## config.mk

```make
export PLATFORM = sky130hd
export DESIGN_NAME = dws_slave
export DESIGN_NICKNAME = d
export VERILOG_FILES = /design/src/rtl/dws_pkg.sv /design/src/rtl/dws_decode.sv /design/src/rtl/dws_cpu_regs.sv /design/src/rtl/dws_slave.sv
export SDC_FILE = /design/constraint.sdc
export NUM_CORES = 1
export LEC_CHECK = 0
export BUFFER_PORTS_ARGS = -buffer_cell sky130_fd_sc_hd__buf_2
export CORE_MARGIN = 2
export CORE_UTILIZATION = 34
export DETAILED_ROUTE_END_ITERATION = 7
export PLACE_DENSITY = 0.57
export RECOVER_POWER = 25
export SYNTH_ARGS = -nofsm -noshare
export SYNTH_HDL_FRONTEND = slang
export SYNTH_SLANG_ARGS = --single-unit
```

## constraint.sdc

```tcl
create_clock -name clk -period 3.96 [get_ports clk]
set_input_delay 0.198 -clock clk [delete_from_list [all_inputs] [get_ports clk]]
set_output_delay 0.198 -clock clk [all_outputs]
set_load 0.005 [all_outputs]
```

## src/rtl/dws_pkg.sv

```systemverilog
package dws_pkg;
    localparam int FUNC_W = 5;
    localparam int SUB_W  = 3;
    localparam int CMD_W  = FUNC_W + SUB_W;
    localparam int DATA_W = 16;

    localparam logic [FUNC_W-1:0] FN_TEST  = FUNC_W'(8);
    localparam logic [FUNC_W-1:0] FN_RESET = FUNC_W'(9);
    localparam logic [FUNC_W-1:0] FN_CLEAR = FUNC_W'(10);

    typedef enum logic [2:0] {
        K_READ, K_WRITE, K_CTRL, K_TEST, K_CLEAR, K_RESET
    } kind_e;

    typedef enum logic {
        ST_IDLE, ST_RESPOND
    } state_e;
endpackage

```

## src/rtl/dws_decode.sv

```systemverilog
module dws_decode
    import dws_pkg::*;
(
    input  logic [FUNC_W-1:0] func,
    input  logic [SUB_W-1:0]  sub,
    input  logic              ready,
    input  logic              attn,
    input  logic [CMD_W-1:0]  exp_cmd,
    output kind_e             kind,
    output logic              accept,
    output logic              q
);
    logic [CMD_W-1:0] cmd;
    logic [1:0]       fclass;

    assign cmd    = {func, sub};
    assign fclass = func[FUNC_W-1 -: 2];

    always_comb begin
        kind   = K_CTRL;
        accept = 1'b0;
        q      = 1'b0;
        if (func == FN_TEST) begin
            kind = K_TEST;
            q    = attn;
        end else if (func == FN_CLEAR) begin
            kind = K_CLEAR;
            q    = 1'b1;
        end else if (func == FN_RESET) begin
            kind = K_RESET;
            q    = 1'b1;
        end else begin
            unique case (fclass)
                2'b00: begin
                    kind   = K_READ;
                    accept = ready && (cmd == exp_cmd);
                end
                2'b10: begin
                    kind   = K_WRITE;
                    accept = ready;
                end
                default: begin
                    kind   = K_CTRL;
                    accept = ready;
                end
            endcase
            q = accept;
        end
    end

    // firmware-bound acceptance never happens without readiness
    always_comb begin
        if (accept) assert_accept_needs_ready_R5: assert (ready);
    end
endmodule

```

## src/rtl/dws_cpu_regs.sv

```systemverilog
module dws_cpu_regs
    import dws_pkg::*;
(
    input  logic              clk,
    input  logic              rst_n,
    input  logic              start,
    input  kind_e             dec_kind,
    input  logic              dec_accept,
    input  logic [CMD_W-1:0]  cmd,
    input  logic [DATA_W-1:0] wdata,
    input  logic              set_ready,
    input  logic              attn_set,
    input  logic              evt_clr,
    input  logic              exp_we,
    input  logic [CMD_W-1:0]  exp_in,
    input  logic              pre_we,
    input  logic [DATA_W-1:0] pre_in,
    output logic              ready,
    output logic              attn,
    output logic              evt,
    output logic [CMD_W-1:0]  op_reg,
    output logic [DATA_W-1:0] data_reg,
    output logic [CMD_W-1:0]  seen,
    output logic [CMD_W-1:0]  exp_cmd,
    output logic [DATA_W-1:0] pre_data
);
    logic do_reset, do_accept;

    assign do_reset  = start && (dec_kind == K_RESET);
    assign do_accept = start && dec_accept;

    always_ff @(posedge clk or negedge rst_n) begin
        if (!rst_n)         ready <= 1'b0;
        else if (do_reset)  ready <= 1'b0;
        else if (do_accept) ready <= 1'b0;
        else if (set_ready) ready <= 1'b1;
    end

    always_ff @(posedge clk or negedge rst_n) begin
        if (!rst_n) attn <= 1'b0;
        else if (do_reset || (start && dec_kind == K_CLEAR)) attn <= 1'b0;
        else if (attn_set) attn <= 1'b1;
    end

    always_ff @(posedge clk or negedge rst_n) begin
        if (!rst_n)        evt <= 1'b0;
        else if (do_reset) evt <= 1'b0;
        else if (start)    evt <= 1'b1;
        else if (evt_clr)  evt <= 1'b0;
    end

    always_ff @(posedge clk or negedge rst_n) begin
        if (!rst_n) begin
            op_reg   <= '0;
            data_reg <= '0;
        end else if (do_reset) begin
            op_reg   <= '0;
            data_reg <= '0;
        end else if (do_accept) begin
            op_reg <= cmd;
            if (dec_kind == K_WRITE) data_reg <= wdata;
        end
    end

    always_ff @(posedge clk or negedge rst_n) begin
        if (!rst_n)     seen <= '0;
        else if (start) seen <= cmd;
    end

    always_ff @(posedge clk or negedge rst_n) begin
        if (!rst_n) begin
            exp_cmd  <= '0;
            pre_data <= '0;
        end else begin
            if (exp_we) exp_cmd  <= exp_in;
            if (pre_we) pre_data <= pre_in;
        end
    end

    assert_accept_clears_ready_R2: assert property (@(posedge clk) disable iff (!rst_n)
        (start && dec_accept) |=> !ready);

    assert_lockout_keeps_op_R4: assert property (@(posedge clk) disable iff (!rst_n)
        (start && !ready && (dec_kind == K_WRITE || dec_kind == K_CTRL))
            |=> ($stable(op_reg) && $stable(data_reg)));

    assert_cycle_sets_event_R8: assert property (@(posedge clk) disable iff (!rst_n)
        (start && dec_kind != K_RESET) |=> evt);

    assert_test_keeps_attn_R10: assert property (@(posedge clk) disable iff (!rst_n)
        (start && dec_kind == K_TEST && !attn_set) |=> $stable(attn));

    assert_master_reset_R12: assert property (@(posedge clk) disable iff (!rst_n)
        (start && dec_kind == K_RESET)
            |=> (!ready && !attn && !evt && op_reg == '0 && data_reg == '0));
endmodule

```

## src/rtl/dws_slave.sv

```systemverilog
module dws_slave
    import dws_pkg::*;
(
    input  logic              clk,
    input  logic              rst_n,
    input  logic              dw_strobe,
    input  logic [FUNC_W-1:0] dw_func,
    input  logic [SUB_W-1:0]  dw_sub,
    input  logic [DATA_W-1:0] dw_wdata,
    output logic [DATA_W-1:0] dw_rdata,
    output logic              dw_q,
    output logic              dw_attn,
    output logic [CMD_W-1:0]  cpu_op,
    output logic [DATA_W-1:0] cpu_data,
    output logic [CMD_W-1:0]  cpu_seen,
    output logic              cpu_ready,
    output logic              cpu_event,
    input  logic              cpu_set_ready,
    input  logic              cpu_attn_set,
    input  logic              cpu_evt_clr,
    input  logic              cpu_exp_we,
    input  logic [CMD_W-1:0]  cpu_exp_cmd,
    input  logic              cpu_pre_we,
    input  logic [DATA_W-1:0] cpu_pre_data
);
    state_e            state, state_nx;
    logic              start;
    kind_e             dec_kind;
    logic              dec_accept, dec_q;
    logic [CMD_W-1:0]  exp_cmd;
    logic [DATA_W-1:0] pre_data;
    logic              q_r;
    logic [DATA_W-1:0] rdata_r;

    assign start = (state == ST_IDLE) && dw_strobe;

    dws_decode u_decode (
        .func    (dw_func),
        .sub     (dw_sub),
        .ready   (cpu_ready),
        .attn    (dw_attn),
        .exp_cmd (exp_cmd),
        .kind    (dec_kind),
        .accept  (dec_accept),
        .q       (dec_q)
    );

    dws_cpu_regs u_regs (
        .clk        (clk),
        .rst_n      (rst_n),
        .start      (start),
        .dec_kind   (dec_kind),
        .dec_accept (dec_accept),
        .cmd        ({dw_func, dw_sub}),
        .wdata      (dw_wdata),
        .set_ready  (cpu_set_ready),
        .attn_set   (cpu_attn_set),
        .evt_clr    (cpu_evt_clr),
        .exp_we     (cpu_exp_we),
        .exp_in     (cpu_exp_cmd),
        .pre_we     (cpu_pre_we),
        .pre_in     (cpu_pre_data),
        .ready      (cpu_ready),
        .attn       (dw_attn),
        .evt        (cpu_event),
        .op_reg     (cpu_op),
        .data_reg   (cpu_data),
        .seen       (cpu_seen),
        .exp_cmd    (exp_cmd),
        .pre_data   (pre_data)
    );

    // state register
    always_ff @(posedge clk or negedge rst_n) begin
        if (!rst_n) state <= ST_IDLE;
        else        state <= state_nx;
    end

    // transitions START, HOLD, END
    always_comb begin
        state_nx = state;
        unique case (state)
            ST_IDLE:    if (dw_strobe)  state_nx = ST_RESPOND;
            ST_RESPOND: if (!dw_strobe) state_nx = ST_IDLE;
            default:    state_nx = ST_IDLE;
        endcase
    end

    // registered response outputs
    always_ff @(posedge clk or negedge rst_n) begin
        if (!rst_n) begin
            q_r     <= 1'b0;
            rdata_r <= '0;
        end else begin
            unique case (state)
                ST_IDLE: if (dw_strobe) begin
                    q_r     <= dec_q;
                    rdata_r <= (dec_kind == K_READ && dec_accept) ? pre_data : '0;
                end
                ST_RESPOND: if (!dw_strobe) begin
                    q_r     <= 1'b0;
                    rdata_r <= '0;
                end
                default: begin
                    q_r     <= 1'b0;
                    rdata_r <= '0;
                end
            endcase
        end
    end

    assign dw_q     = q_r;
    assign dw_rdata = rdata_r;

    assert_q_low_after_strobe_R13: assert property (@(posedge clk) disable iff (!rst_n)
        !dw_strobe |=> (!dw_q && dw_rdata == '0));

    assert_response_held_R13: assert property (@(posedge clk) disable iff (!rst_n)
        (state == ST_RESPOND && dw_strobe) |=> ($stable(dw_q) && $stable(dw_rdata)));

    assert_refused_read_zero_R6: assert property (@(posedge clk) disable iff (!rst_n)
        (state == ST_RESPOND && !dw_q) |-> dw_rdata == '0);
endmodule

```

### After elaboration in Yosys (flattened, before gate mapping)

Index checks and enable logic that the tools add are counted.

| word-level totals | value |
|---|---|
| register bits | 77 |
| latch bits | 0 |
| bits in writable memories | 0 |
| bits in read-only memories | 0 |
| input port bits | 56 |
| output and inout bits | 52 |
| logic and storage cells | 70 |
| memories kept | 0 |

| operators by class | value |
|---|---|
| $add $sub $neg | 0 |
| multiply operators | 0 |
| divide/modulo/power cells | 0 |
| $lt $le $gt $ge | 0 |
| equality and inequality tests | 10 |
| shift-type cells | 0 |
| mux-type cells | 32 |
| bitwise logic cells | 1 |
| reductions and logical operators | 16 |

Operators with widths:

| kind | count |
|---|---|
| $mux 16 | 6 |
| $pmux 16 s2 | 1 |
| $mux 1 | 18 |
| $mux 8 | 2 |
| $eq 5x4->1 const B | 3 |
| $mux 3 | 3 |
| $eq 8x8->1 | 1 |
| $eq 3x3->1 const B | 2 |
| $logic_and 1x1->1 | 6 |
| $reduce_bool 2->1 | 3 |
| $reduce_bool 3->1 | 2 |
| $ne 2x2->1 const B | 2 |
| $pmux 2 s2 | 1 |
| $reduce_and 2->1 | 2 |
| $eq 3x1->1 const B | 1 |
| $logic_not 3->1 | 1 |
| $eq 2x2->1 const B | 1 |
| $logic_not 2->1 | 1 |
| $pmux 1 s2 | 1 |
| $logic_or 1x1->1 | 1 |
| $not 1->1 | 1 |

### Logic depth before layout (Yosys ltp)

Gate-level depths: netlist of run 1.

| logic depth | value |
|---|---|
| word-level depth | 10 |
| mapped depth | 8 |
| depth with buffers taken out | 6 |

### Cells and area by module

A second synthesis of run 1 with hierarchy kept.

| second synthesis, totals | value |
|---|---|
| cells, all modules | 230 |
| area total of the unflattened synthesis | 3,151.8 um^2 |

Modules (own cells, without submodules):

| module | instances | cells each | area each (um^2) | sequential area each (um^2) |
|---|---|---|---|---|
| dws_cpu_regs | 1 | 162 | 2,258.4 | 1,476.4 |
| dws_slave | 1 | 45 | 699.4 | 450.4 |
| dws_decode | 1 | 23 | 193.9 | 0.0 |

### Worst setup path before layout of run 1

OpenSTA, ideal clock, no wires.

| timing | value |
|---|---|
| kind | register to register |
| start point | register state |
| end point | register rdata_r[0] (netlist: dw_rdata[0]) |
| setup time | 0.121 ns |
| arrival | 1.625 ns |
| required time | 3.839 ns |
| setup slack | 2.214 ns |
| stages on the path, launching flop included | 9 |
| buffers on the path | 3 |
| period minus slack after synthesis | 1.746 ns |
| path through | dfrtp_1 inv_1 ha_1 clkbuf_1 nor4_1 and4_1 buf_2 buf_4 a22o_1 |

| on the way | value |
|---|---|
| cells in the longest elaborated chain, start to end | 3 |
| elaborated cells between the ends (all ways) | 5 |
| classes of those cells | 2 x eq/ne; 1 x mux; 1 x bitwise; 1 x reduce/logical |

RTL lines:

| what | RTL line | source |
|---|---|---|
| from (decl) | dws_slave.sv:26 | `state_e state, state_nx;` |
| from (signal assigned) | dws_slave.sv:76 | `else state <= state_nx;` |
| $not 1->1 | - |  |
| $ne 2x2->1 (no source line) | - |  |
| $reduce_and 2->1 (no source line) | - |  |
| to (signal assigned) | dws_slave.sv:98 | `rdata_r <= (dec_kind == K_READ && dec_accept) ? pre_data : '0;` |
| to (decl) | dws_slave.sv:33 | `logic [DATA_W-1:0] rdata_r;` |

Several ways; a longest one is shown, not always the timed one.
A chain may end at the register's enable or synchronous reset.

### Final worst setup path of run 1

| timing | value |
|---|---|
| start point | input dw_strobe |
| end point | register u_regs.op_reg[2] |

| on the way | value |
|---|---|
| cells in the longest elaborated chain, start to end | 3 |
| elaborated cells between the ends (all ways) | 5 |
| classes of those cells | 1 x mux; 4 x reduce/logical |

RTL lines:

| what | RTL line | source |
|---|---|---|
| from (decl) | dws_slave.sv:6 | `input logic dw_strobe,` |
| $logic_and 1x1->1 * | dws_slave.sv:35 | `assign start = (state == ST_IDLE) && dw_strobe;` |
| via start | dws_slave.sv:27 | `logic start;` |
| $logic_and 1x1->1 (on tied branches) | dws_cpu_regs.sv:29, dws_cpu_regs.sv:30 |  |
| $mux 8 / $reduce_bool 2->1 (equally long branches) | - |  |
| to (signal assigned) | dws_cpu_regs.sv:60 | `op_reg <= cmd;` |
| to (decl) | dws_cpu_regs.sv:21 | `output logic [CMD_W-1:0] op_reg,` |

The timed path passes the listed nets; every way through them passes the cells marked *.

==> impl_metrics.py, run 1 <==
metrics = {
    "status": {
        "status": "finished, violations left",
        "failed_checks": "max-capacitance violations, max-slew violations",
    },
    "cts": {
        "clk-insertion-delay-late_ps": 350,
        "tritoncts": "built",
        "cts.sinks": 77,
        "post_cts.resized_instances": 0,
        "number_of_buffers_created_by_cts": 9,
        "cts.path.max_buffers": 2,
        "clk_root_buffer_cell": "sky130_fd_sc_hd__clkbuf_8",
        "cts_h_tree_lvls": 3,
        "clk_pin_slew_ps": 80,
    },
    "layout": {
        "layout-drive-gt1-share": 0.469,
        "fillers": 899,
        "total_area_of_multi_input_combinational_cells_sq_um": 1120,
        "post-route-util": 0.440,
        "final_common_cell": "sky130_fd_sc_hd__buf_2",
        "num-nets-final": 406,
        "layout.cells.most_common_list": "105 x sky130_fd_sc_hd__buf_2, 77 x sky130_fd_sc_hd__dfrtp_1, 39 x sky130_fd_sc_hd__mux2_2",
        "layout.area.seq_sq_um": 1930,
        "diodes_inserted": 0,
        "synthToLayoutAreaGrowth_pct": 27.9,
        "finalInstanceArea_sq_um": 4010,
    },
    "route": {
        "wl_per_cell_um": 15.2,
        "dr.pass1.iters": 4,
        "routed_via_density": 4.75,
        "1st_iter_drt_viols": 67,
        "via_count": 2210,
        "detail_route.drc_violations": 0,
        "ant_nets": 0,
        "drt_total_wl_um": 7050,
    },
    "floorplanning": {
        "design.core.area_sq_um": 9110,
        "initial_core_util": 0.344,
        "floorplan.die.width_um": 100,
        "dieHeight_um": 100,
        "boundaryPins": 108,
        "row_cnt": 35,
        "design.die.area_sq_um": 10000,
    },
    "setup_path": {
        "crit_required_ps": 4190,
        "worstPathMaxFanout": 26,
        "timing_worst_setup_path_type": "in2reg",
        "critical_path_arrival_ps": 2890,
        "cp_slowest_cell": "sky130_fd_sc_hd__nor3b_4",
        "endpoint_kind": "register",
        "critPathLaunchType": "input port",
        "cp_cell_sequence": "dlygate4sd3_1 -> clkbuf_1 -> ha_1 -> nand2_1 -> nor3b_4 -> and2b_1 -> mux2_2",
        "critical-path-max-stage-delay_ps": 780,
    },
    "yosys": {
        "synth.avg_cell_area_sq_um": 12.8,
        "synthesized_netlist_net_count": 302,
        "ys_seq_elements": 77,
        "synthCells": 245,
        "seq_area_frac_synth": 0.615,
        "syn_area_sq_um": 3130,
        "synth_cell_types": 31,
        "synth_enable_flop_cells": 0,
        "synthFlopType": "sky130_fd_sc_hd__dfrtp_1",
        "async_flop_share": 1.00,
        "synth.yosys.warnings": 0,
    },
    "global_route": {
        "gr-usage-met1": 0.203,
        "gr-total-overflow": 0,
        "gr-max-usage-layer": "met2",
        "grt_max_degree": 78,
        "grt_pass1_vias": 2176,
        "groute.usage.overall": 0.145,
        "global_route_wire_length_before_repair_um": 11200,
        "number_of_antenna_violations_at_the_first_check_in_global_routing": 0,
        "global_route.usage.met3": 0.0320,
        "grt.met2_usage": 0.216,
    },
    "sta": {
        "final_hold_viol_count": 0,
        "fmax_ghz": 0.377,
        "clock-skew-final_ps": 7.40,
        "final-max-slew-violation-count": 78,
        "maxSlewHeadroom": -0.272,
        "finalSetupViolations": 0,
        "rsz0062_at_grt": "false",
        "fin_crit_ps": 2650,
        "finalCritPeriodShare": 0.670,
        "worstMarginPinSlew_ps": 1910,
        "finalSetupTns_ps": 0,
    },
    "power_and_ir_drop": {
        "p_leak_uw": 0.00197,
        "vdd_drop_max_v": 0.000190,
        "powerDensity_nw_per_um2": 495,
    },
    "placement": {
        "post_dp_cell_area_sq_um": 3740,
        "dpl.hpwl_um": 4850,
        "globalplace.congestion": 0.751,
        "placement.io_buffers": 107,
    },
    "run": {
        "maxCapViolations": 1,
    },
    "worst_hold_path": {
        "worst_hold_path_type": "in2reg",
    },
}
-- synthesized netlist by cell type (2+ instances only) --
cell type,instances,area share
sky130_fd_sc_hd__dfrtp_1,77,0.61
sky130_fd_sc_hd__mux2_2,39,0.14
sky130_fd_sc_hd__nand2_1,37,0.044
sky130_fd_sc_hd__o21ai_0,17,0.027
sky130_fd_sc_hd__a22o_1,15,0.042
sky130_fd_sc_hd__xor2_1,9,0.025
sky130_fd_sc_hd__clkbuf_1,8,0.0096
sky130_fd_sc_hd__and2b_1,4,0.0096
sky130_fd_sc_hd__buf_2,4,0.0064
sky130_fd_sc_hd__inv_1,4,0.0048
sky130_fd_sc_hd__nor2b_1,4,0.0080
sky130_fd_sc_hd__nor2_1,3,0.0036
sky130_fd_sc_hd__buf_4,2,0.0048
sky130_fd_sc_hd__nand3_1,2,0.0032
sky130_fd_sc_hd__nor3_1,2,0.0032
sky130_fd_sc_hd__nor4_2,2,0.0080
sky130_fd_sc_hd__o21ai_1,2,0.0032
-- what timing repair did --
action / in CTS / in global routing
hold buffers: 1 / 0
setup buffers: 0 / 0
endpoints found under the hold margin: 1 / 0
-- cell type report --
type / count / area share
sequential: 77 / 0.481
multi-input combinational: 149 / 0.280
timing repair buffer: 108 / 0.136
clock buffer: 13 / 0.0421
tap: 111 / 0.0347
clock inverter: 3 / 0.0225
inverter: 4 / 0.00375
-- power by group --
group	leakage [uW]	switching, uW	internal [uW]	total, uW
Clock	0.000130	282	471	753
Combinational	0.000891	136	154	290
Sequential	0.000954	52.8	886	939
Total	0.00197	471	1510	1980
-- worst paths after layout --
path / from / to / slack (ps) / cells past startpoint
setup reg to reg: state / u_regs.op_reg[2] / 1380 / 6
hold reg to reg: u_regs.pre_data[13] / dw_rdata[13] / 490 / 1
hold / removal: dw_wdata[12] / u_regs.data_reg[12] / 60 / 3
setup / recovery: dw_strobe / u_regs.op_reg[2] / 1310 / 7
min in group asynchronous: rst_n / dw_rdata[1] / 380 / 1
max in group asynchronous: rst_n / u_regs.seen[6] / 2450 / 1
-- kinds of logic (layout without fill, tap and decap cells) --
logic type               count (synthesis)  after routing  synth area share
XOR/XNOR                                 9              9            0.0252
AND/OR/NAND/NOR                         61             61             0.104
AO/OA/AOI/OAI                           39             39            0.0850
flip-flops                              77             77             0.615
multiplexers                            39             39             0.140
adder cells (fa/ha/maj)                  1              1           0.00399
buffers and inverters                   19            128            0.0267
-- layer usage --
| layer | part of all wire | vias to the layer above | wire [um] |
|---|---|---|---|
| met1 | 0.49 | 1071 | 3470 |
| li1 | - | 1056 | - |
| met4 | 0.019 | 0 | 132 |
| met5 | 0 | - | 0 |
| met2 | 0.44 | 71 | 3110 |
| met3 | 0.048 | 12 | 341 |
-- critical path, delay by kind of cell --
| kind | cells | cell delay (ps) |
|---|---|---|
| adders and majority gates | 1 | 520 |
| buffers and inverters | 2 | 650 |
| muxes | 1 | 260 |
| and+or+nand+nor | 3 | 1250 |
-- per-stage QoR --
| stage | setup WS [ps] | total power, uW | cells | hold slack, ps |
|---|---|---|---|---|
| 4_1_cts | 1300 | 2010 | 465 | 39.5 |
| 5_1_grt | 1090 | 2090 | 465 | 56.9 |
| 3_5_place_dp | 1360 | 1250 | 448 | 333 |
| 3_3_place_gp | 1450 | 1240 | 448 | 341 |
| 6_report | 1310 | 1980 | 465 | 56.4 |
| 2_1_floorplan | 2210 | 1090 | 245 | -97.6 |
Power figures use the tool's default switching activity.
==> run 2: changes to the inputs <==
- clock period: 3.96 -> 2.6 ns (I/O delays scaled with it)
==> impl_metrics.py, run 2 (synthesis results as in run 1) <==
metrics = {
    "status": {
        "status": "finished clean",
    },
    "worst_hold_path": {
        "hold_path_depth": 2,
        "min_to": "u_regs.pre_data[10]",
        "worst_hold_path_type": "in2reg",
        "worst_hold_startpoint": "cpu_pre_data[10]",
    },
    "sta": {
        "finalCritPeriodShare": 0.749,
        "fin_crit_ps": 1950,
        "finalSetupTns_ps": 0,
        "clock-skew-final_ps": 13.2,
        "maxSlewHeadroom": 0.352,
        "final_hold_viol_count": 0,
        "final-max-slew-violation-count": 0,
        "finalSetupViolations": 0,
        "fmax_ghz": 0.513,
        "rsz0062_at_grt": "false",
        "worstMarginPinSlew_ps": 972,
    },
    "placement": {
        "dpl.hpwl_um": 4840,
        "globalplace.congestion": 0.711,
        "placement.io_buffers": 107,
        "place.detailed.instances": 451,
    },
    "route": {
        "ant_nets": 0,
        "1st_iter_drt_viols": 90,
        "routed_via_density": 4.64,
        "detail_route.drc_violations": 0,
        "drt_total_wl_um": 7170,
        "dr.pass1.iters": 4,
        "wl_per_cell_um": 14.4,
        "via_count": 2315,
    },
    "cts": {
        "clk_pin_slew_ps": 80,
        "number_of_buffers_created_by_cts": 9,
        "tritoncts": "built",
        "cts_h_tree_lvls": 3,
        "post-cts-setup-buffers": 0,
        "cts.path.max_buffers": 2,
        "cts.sinks": 77,
        "clk_root_buffer_cell": "sky130_fd_sc_hd__clkbuf_8",
        "clk-insertion-delay-late_ps": 340,
    },
    "global_route": {
        "number_of_antenna_violations_at_the_first_check_in_global_routing": 0,
        "gr-usage-met1": 0.211,
        "grt_max_degree": 78,
        "gr-max-usage-layer": "met2",
        "global_route_wire_length_before_repair_um": 11900,
        "grt.met2_usage": 0.242,
        "global_route.usage.met3": 0.0306,
        "gr-total-overflow": 0,
        "groute.usage.overall": 0.155,
        "grt_pass1_vias": 2417,
    },
    "setup_path": {
        "timing_worst_setup_path_type": "in2reg",
        "rr_endpoint": "dw_rdata[6]",
        "critical_path_arrival_ps": 2230,
        "endpoint_kind": "register",
        "regToRegStartpoint": "state",
        "ff2ff_path_depth": 5,
        "timing.reg2reg.setup_slack_ps": 680,
        "worstPathMaxFanout": 15,
        "crit_required_ps": 2880,
        "critPathLaunchType": "input port",
    },
    "layout": {
        "diodes_inserted": 0,
        "instances_no_fill": 499,
        "num-nets-final": 440,
        "layout-drive-gt1-share": 0.405,
        "post-route-util": 0.471,
        "synthToLayoutAreaGrowth_pct": 36.8,
        "layout.cells.most_common_list": "94 x sky130_fd_sc_hd__buf_2, 77 x sky130_fd_sc_hd__dfrtp_1, 39 x sky130_fd_sc_hd__mux2_2",
        "fillers": 868,
        "final_common_cell": "sky130_fd_sc_hd__buf_2",
    },
    "power_and_ir_drop": {
        "powerDensity_nw_per_um2": 673,
        "p_leak_uw": 0.00206,
        "vdd_drop_max_v": 0.000287,
    },
    "floorplanning": {
        "dieHeight_um": 100,
        "design.core.area_sq_um": 9110,
        "floorplan.die.width_um": 100,
        "boundaryPins": 108,
        "design.die.area_sq_um": 10000,
        "row_cnt": 35,
        "initial_core_util": 0.344,
    },
    "run": {
        "maxCapViolations": 0,
    },
}
## run 2: cell count changes in the layout (fill, tap and decap cells not counted), sizes merged
cell	change
dlygate4sd3	+31
clkinv	+2
clkinvlp	+1
clkbuf	+8
bufinv	-1
buf	-7
## run 2: stage by stage
step	setup WS (ps)	total power [uW]	hold WS (ps)	cell area, sq um
after global routing	453	3060	0.197	4290
final	652	2880	15.1	4290
after floorplan	854	1660	-166	3130
after detailed placement	661	1910	265	3760
after global placement	705	1890	265	3760
after CTS	620	2940	0.0452	4280
## run 2: report_power, final
part | switching [uW] | internal [uW] | leakage (uW)
combinational | 213 | 258 | 0.00100
sequential | 79.4 | 1350 | 0.000954
clock | 439 | 545 | 0.000104
## run 2: metal layers
metal / routed length (um) / part of all wire
met4: 49 / 0.0068
met5: 0 / 0
met1: 3520 / 0.49
met3: 294 / 0.041
met2: 3310 / 0.46
## run 2: worst max-delay path: stages
cell and delay (ps):
sky130_fd_sc_hd__dlygate4sd3_1 540, sky130_fd_sc_hd__clkbuf_1 110, sky130_fd_sc_hd__ha_1 310, sky130_fd_sc_hd__nor4_1 260, sky130_fd_sc_hd__and4_1 650, sky130_fd_sc_hd__a22o_1 220
## run 2: worst max path at each step
| stage | startpoint | end | slack [ps] | depth (start not counted) |
|---|---|---|---|---|
| 2_1_floorplan | state | dw_rdata[0] | 850 | 8 |
| 3_5_place_dp | u_regs.exp_cmd[2] | u_regs.op_reg[6] | 660 | 5 |
| 5_1_grt | dw_strobe | dw_rdata[10] | 450 | 6 |
| 6_report | dw_strobe | dw_rdata[6] | 650 | 6 |
| 4_1_cts | u_regs.exp_cmd[2] | u_regs.op_reg[6] | 620 | 5 |
| 3_3_place_gp | u_regs.exp_cmd[2] | u_regs.op_reg[7] | 710 | 5 |
## run 2: final cells by class
class,count,area (sq um),area share
clock buffer,11,131,0.0306
clock inverter,5,85.1,0.0198
inverter,4,15.0,0.00350
multi-input combinational,149,1120,0.262
sequential,77,1930,0.450
tap,111,139,0.0324
timing repair buffer,142,866,0.202
## run 2: what timing repair did
action / CTS / global route
hold endpoints to repair: 106 / 2
hold buffers: 30 / 2
gates resized for setup: 0 / 0
==> run 3: changes to the inputs <==
- ABC_AREA: not set -> 1
- clock period: 2.6 -> 1.8 ns (I/O delays scaled with it)
==> impl_metrics.py, run 3 <==
metrics = {
    "floorplanning": {
        "row_cnt": 35,
        "floorplan.die.width_um": 101,
        "dieHeight_um": 101,
        "boundaryPins": 108,
        "design.core.area_sq_um": 9150,
        "design.die.area_sq_um": 10100,
        "initial_core_util": 0.347,
    },
    "global_route": {
        "gr-usage-met1": 0.218,
        "number_of_antenna_violations_at_the_first_check_in_global_routing": 0,
        "gr-max-usage-layer": "met2",
        "grt.met2_usage": 0.253,
        "groute.usage.overall": 0.162,
        "gr-total-overflow": 0,
        "global_route_wire_length_before_repair_um": 13000,
        "grt_pass1_vias": 2711,
        "global_route.usage.met3": 0.0402,
        "grt_max_degree": 41,
    },
    "route": {
        "drt_total_wl_um": 7850,
        "wl_per_cell_um": 13.1,
        "detail_route.drc_violations": 0,
        "via_count": 2724,
        "dr.pass1.iters": 4,
        "routed_via_density": 4.56,
        "ant_nets": 0,
        "1st_iter_drt_viols": 94,
    },
    "yosys": {
        "synth_cell_types": 22,
        "seq_area_frac_synth": 0.606,
        "ys_seq_elements": 77,
        "synth_most_common_cell": "sky130_fd_sc_hd__nand2_1",
        "post_synth_most_frequent_cells": "113 x sky130_fd_sc_hd__nand2_1, 77 x sky130_fd_sc_hd__dfrtp_1, 29 x sky130_fd_sc_hd__o21ai_0",
        "post-synth-top-area-cell": "sky130_fd_sc_hd__dfrtp_1",
        "synth.yosys.warnings": 0,
        "synth_top_area_share": 0.606,
        "synth_enable_flop_cells": 0,
        "async_flop_share": 1.00,
        "synthCells": 322,
        "synthesized_netlist_net_count": 379,
        "ys_top_cells_by_area": "sky130_fd_sc_hd__dfrtp_1 61%, sky130_fd_sc_hd__nand2_1 13%, sky130_fd_sc_hd__mux2_2 7.1%",
        "synthFlopType": "sky130_fd_sc_hd__dfrtp_1",
        "synth.avg_cell_area_sq_um": 9.87,
        "syn_area_sq_um": 3180,
    },
    "placement": {
        "place.detailed.instances": 535,
        "dpl.hpwl_um": 5320,
        "post_dp_cell_area_sq_um": 3860,
        "placement.io_buffers": 107,
        "globalplace.congestion": 0.740,
    },
    "sta": {
        "clock-skew-final_ps": 10.7,
        "maxSlewHeadroom": 0.306,
        "final-max-slew-violation-count": 0,
        "finalSetupViolations": 0,
        "fmax_ghz": 0.614,
        "finalSetupTns_ps": 0,
        "worstMarginPinSlew_ps": 1040,
        "rsz0062_at_grt": "false",
        "finalCritPeriodShare": 0.904,
        "fin_crit_ps": 1630,
        "final_hold_viol_count": 0,
    },
    "worst_hold_path": {
        "hold_path_depth": 3,
        "worst_hold_path_type": "in2reg",
        "worst_hold_startpoint": "dw_func[2]",
        "min_to": "u_regs.seen[5]",
    },
    "layout": {
        "final_common_cell": "sky130_fd_sc_hd__nand2_1",
        "finalInstanceArea_sq_um": 4560,
        "layout-drive-gt1-share": 0.331,
        "post-route-util": 0.499,
        "num-nets-final": 539,
        "synthToLayoutAreaGrowth_pct": 43.5,
        "diodes_inserted": 0,
        "layout.cells.most_common_list": "113 x sky130_fd_sc_hd__nand2_1, 104 x sky130_fd_sc_hd__buf_2, 77 x sky130_fd_sc_hd__dfrtp_1",
        "instances_no_fill": 598,
    },
    "setup_path": {
        "ff2ff_path_depth": 9,
        "critical_path_arrival_ps": 1900,
        "crit_required_ps": 2080,
        "critPathLaunchType": "input port",
        "endpoint_kind": "register",
        "regToRegStartpoint": "state",
        "rr_endpoint": "u_regs.data_reg[13]",
        "timing_worst_setup_path_type": "in2reg",
        "critPathLaunch": "dw_strobe",
        "worstPathMaxFanout": 16,
        "timing.reg2reg.setup_slack_ps": 170,
    },
    "power_and_ir_drop": {
        "power_report.internal_total_uw": 3250,
        "switchingPower_uw": 1120,
        "p_leak_uw": 0.00236,
        "powerDensity_nw_per_um2": 958,
        "power_share_of_the_clock_group": 0.358,
        "p_comb_frac": 0.167,
        "vdd_drop_max_v": 0.000411,
        "fraction_of_power_consumed_by_sequential_logic": 0.475,
        "power.switching_fraction": 0.257,
    },
    "cts": {
        "cts.sinks": 77,
        "cts_h_tree_lvls": 3,
        "cts.path.max_buffers": 2,
        "number_of_buffers_created_by_cts": 9,
        "clk-insertion-delay-late_ps": 340,
        "tritoncts": "built",
        "clk_root_buffer_cell": "sky130_fd_sc_hd__clkbuf_8",
        "clk_pin_slew_ps": 90,
    },
    "run": {
        "maxCapViolations": 0,
    },
    "status": {
        "status": "finished clean",
    },
}
-- run 3: cell count changes after synthesis, moves of 6 or more --
cell / change
sky130_fd_sc_hd__a22o_1: -15
sky130_fd_sc_hd__inv_1: +6
sky130_fd_sc_hd__nor2_1: +7
sky130_fd_sc_hd__nand2_1: +76
sky130_fd_sc_hd__xor2_1: -9
sky130_fd_sc_hd__nand3_1: +25
sky130_fd_sc_hd__mux2_2: -19
sky130_fd_sc_hd__o21ai_0: +12
-- run 3: cells by family (layout without fill, tap and decap cells) --
logic type,count (synthesis),count (layout),synth area share
simple gates,161,161,0.219
compound gates,31,31,0.0488
xor+xnor,5,5,0.0138
buf+inv,27,192,0.0374
fa+ha+maj,1,1,0.00393
mux,20,20,0.0708
flops,77,77,0.606
-- run 3: worst max path at each step --
stage	to	slack [ps]
CTS	u_regs.data_reg[13]	170
floorplan	dw_rdata[0]	130
global route	u_regs.data_reg[14]	30
global placement	u_regs.data_reg[8]	240
detailed placement	u_regs.data_reg[13]	200
finish	u_regs.data_reg[13]	170
-- run 3: layout make-up --
type	instances	area (sq um)
Clock buffer	10	128
Clock inverter	6	111
Fill cell	866	4590
Inverter	15	56.3
Multi-Input combinational cell	218	1130
Sequential cell	77	1930
Tap cell	111	139
Timing Repair Buffer	161	1070
-- run 3: power by group through the flow --
stage	clock [uW]	combinational, uW	sequential [uW]
after floorplan	0	299	2110
after global placement	0	646	2110
after detailed placement	0	665	2110
after CTS	1610	743	2080
after global routing	1690	833	2110
final	1570	730	2080
-- run 3: stage by stage --
stage,hold slack [ps],worst slack (ps),power [uW]
after floorplan,-206,134,2410
after global placement,102,239,2750
after detailed placement,107,196,2780
after CTS,23.5,172,4430
after global routing,44.5,29.3,4630
final,34.6,172,4370
-- run 3: routing by layer --
| metal | vias to the layer above | routed length [um] |
|---|---|---|
| met5 | - | 0 |
| met4 | 0 | 147 |
| met3 | 13 | 415 |
| met2 | 74 | 3640 |
| met1 | 1274 | 3640 |
| li1 | 1363 | - |
-- run 3: timing repair --
| action | 4_1_cts | 5_1_grt |
|---|---|---|
| hold buffers | 47 | 0 |
| setup buffers | 0 | 0 |
| hold endpoints to repair | 85 | 0 |
| gates resized for setup | 0 | 0 |
-- run 3: worst max-delay path, stage by stage --
cell                            delay, ps
sky130_fd_sc_hd__dlygate4sd3_1        550
sky130_fd_sc_hd__clkbuf_1             120
sky130_fd_sc_hd__ha_1                 220
sky130_fd_sc_hd__inv_2                160
sky130_fd_sc_hd__nor2_2                70
sky130_fd_sc_hd__inv_2                160
sky130_fd_sc_hd__o21ai_0              170
sky130_fd_sc_hd__nand2_4              210
sky130_fd_sc_hd__nand2_1               80
sky130_fd_sc_hd__nand2_1               70
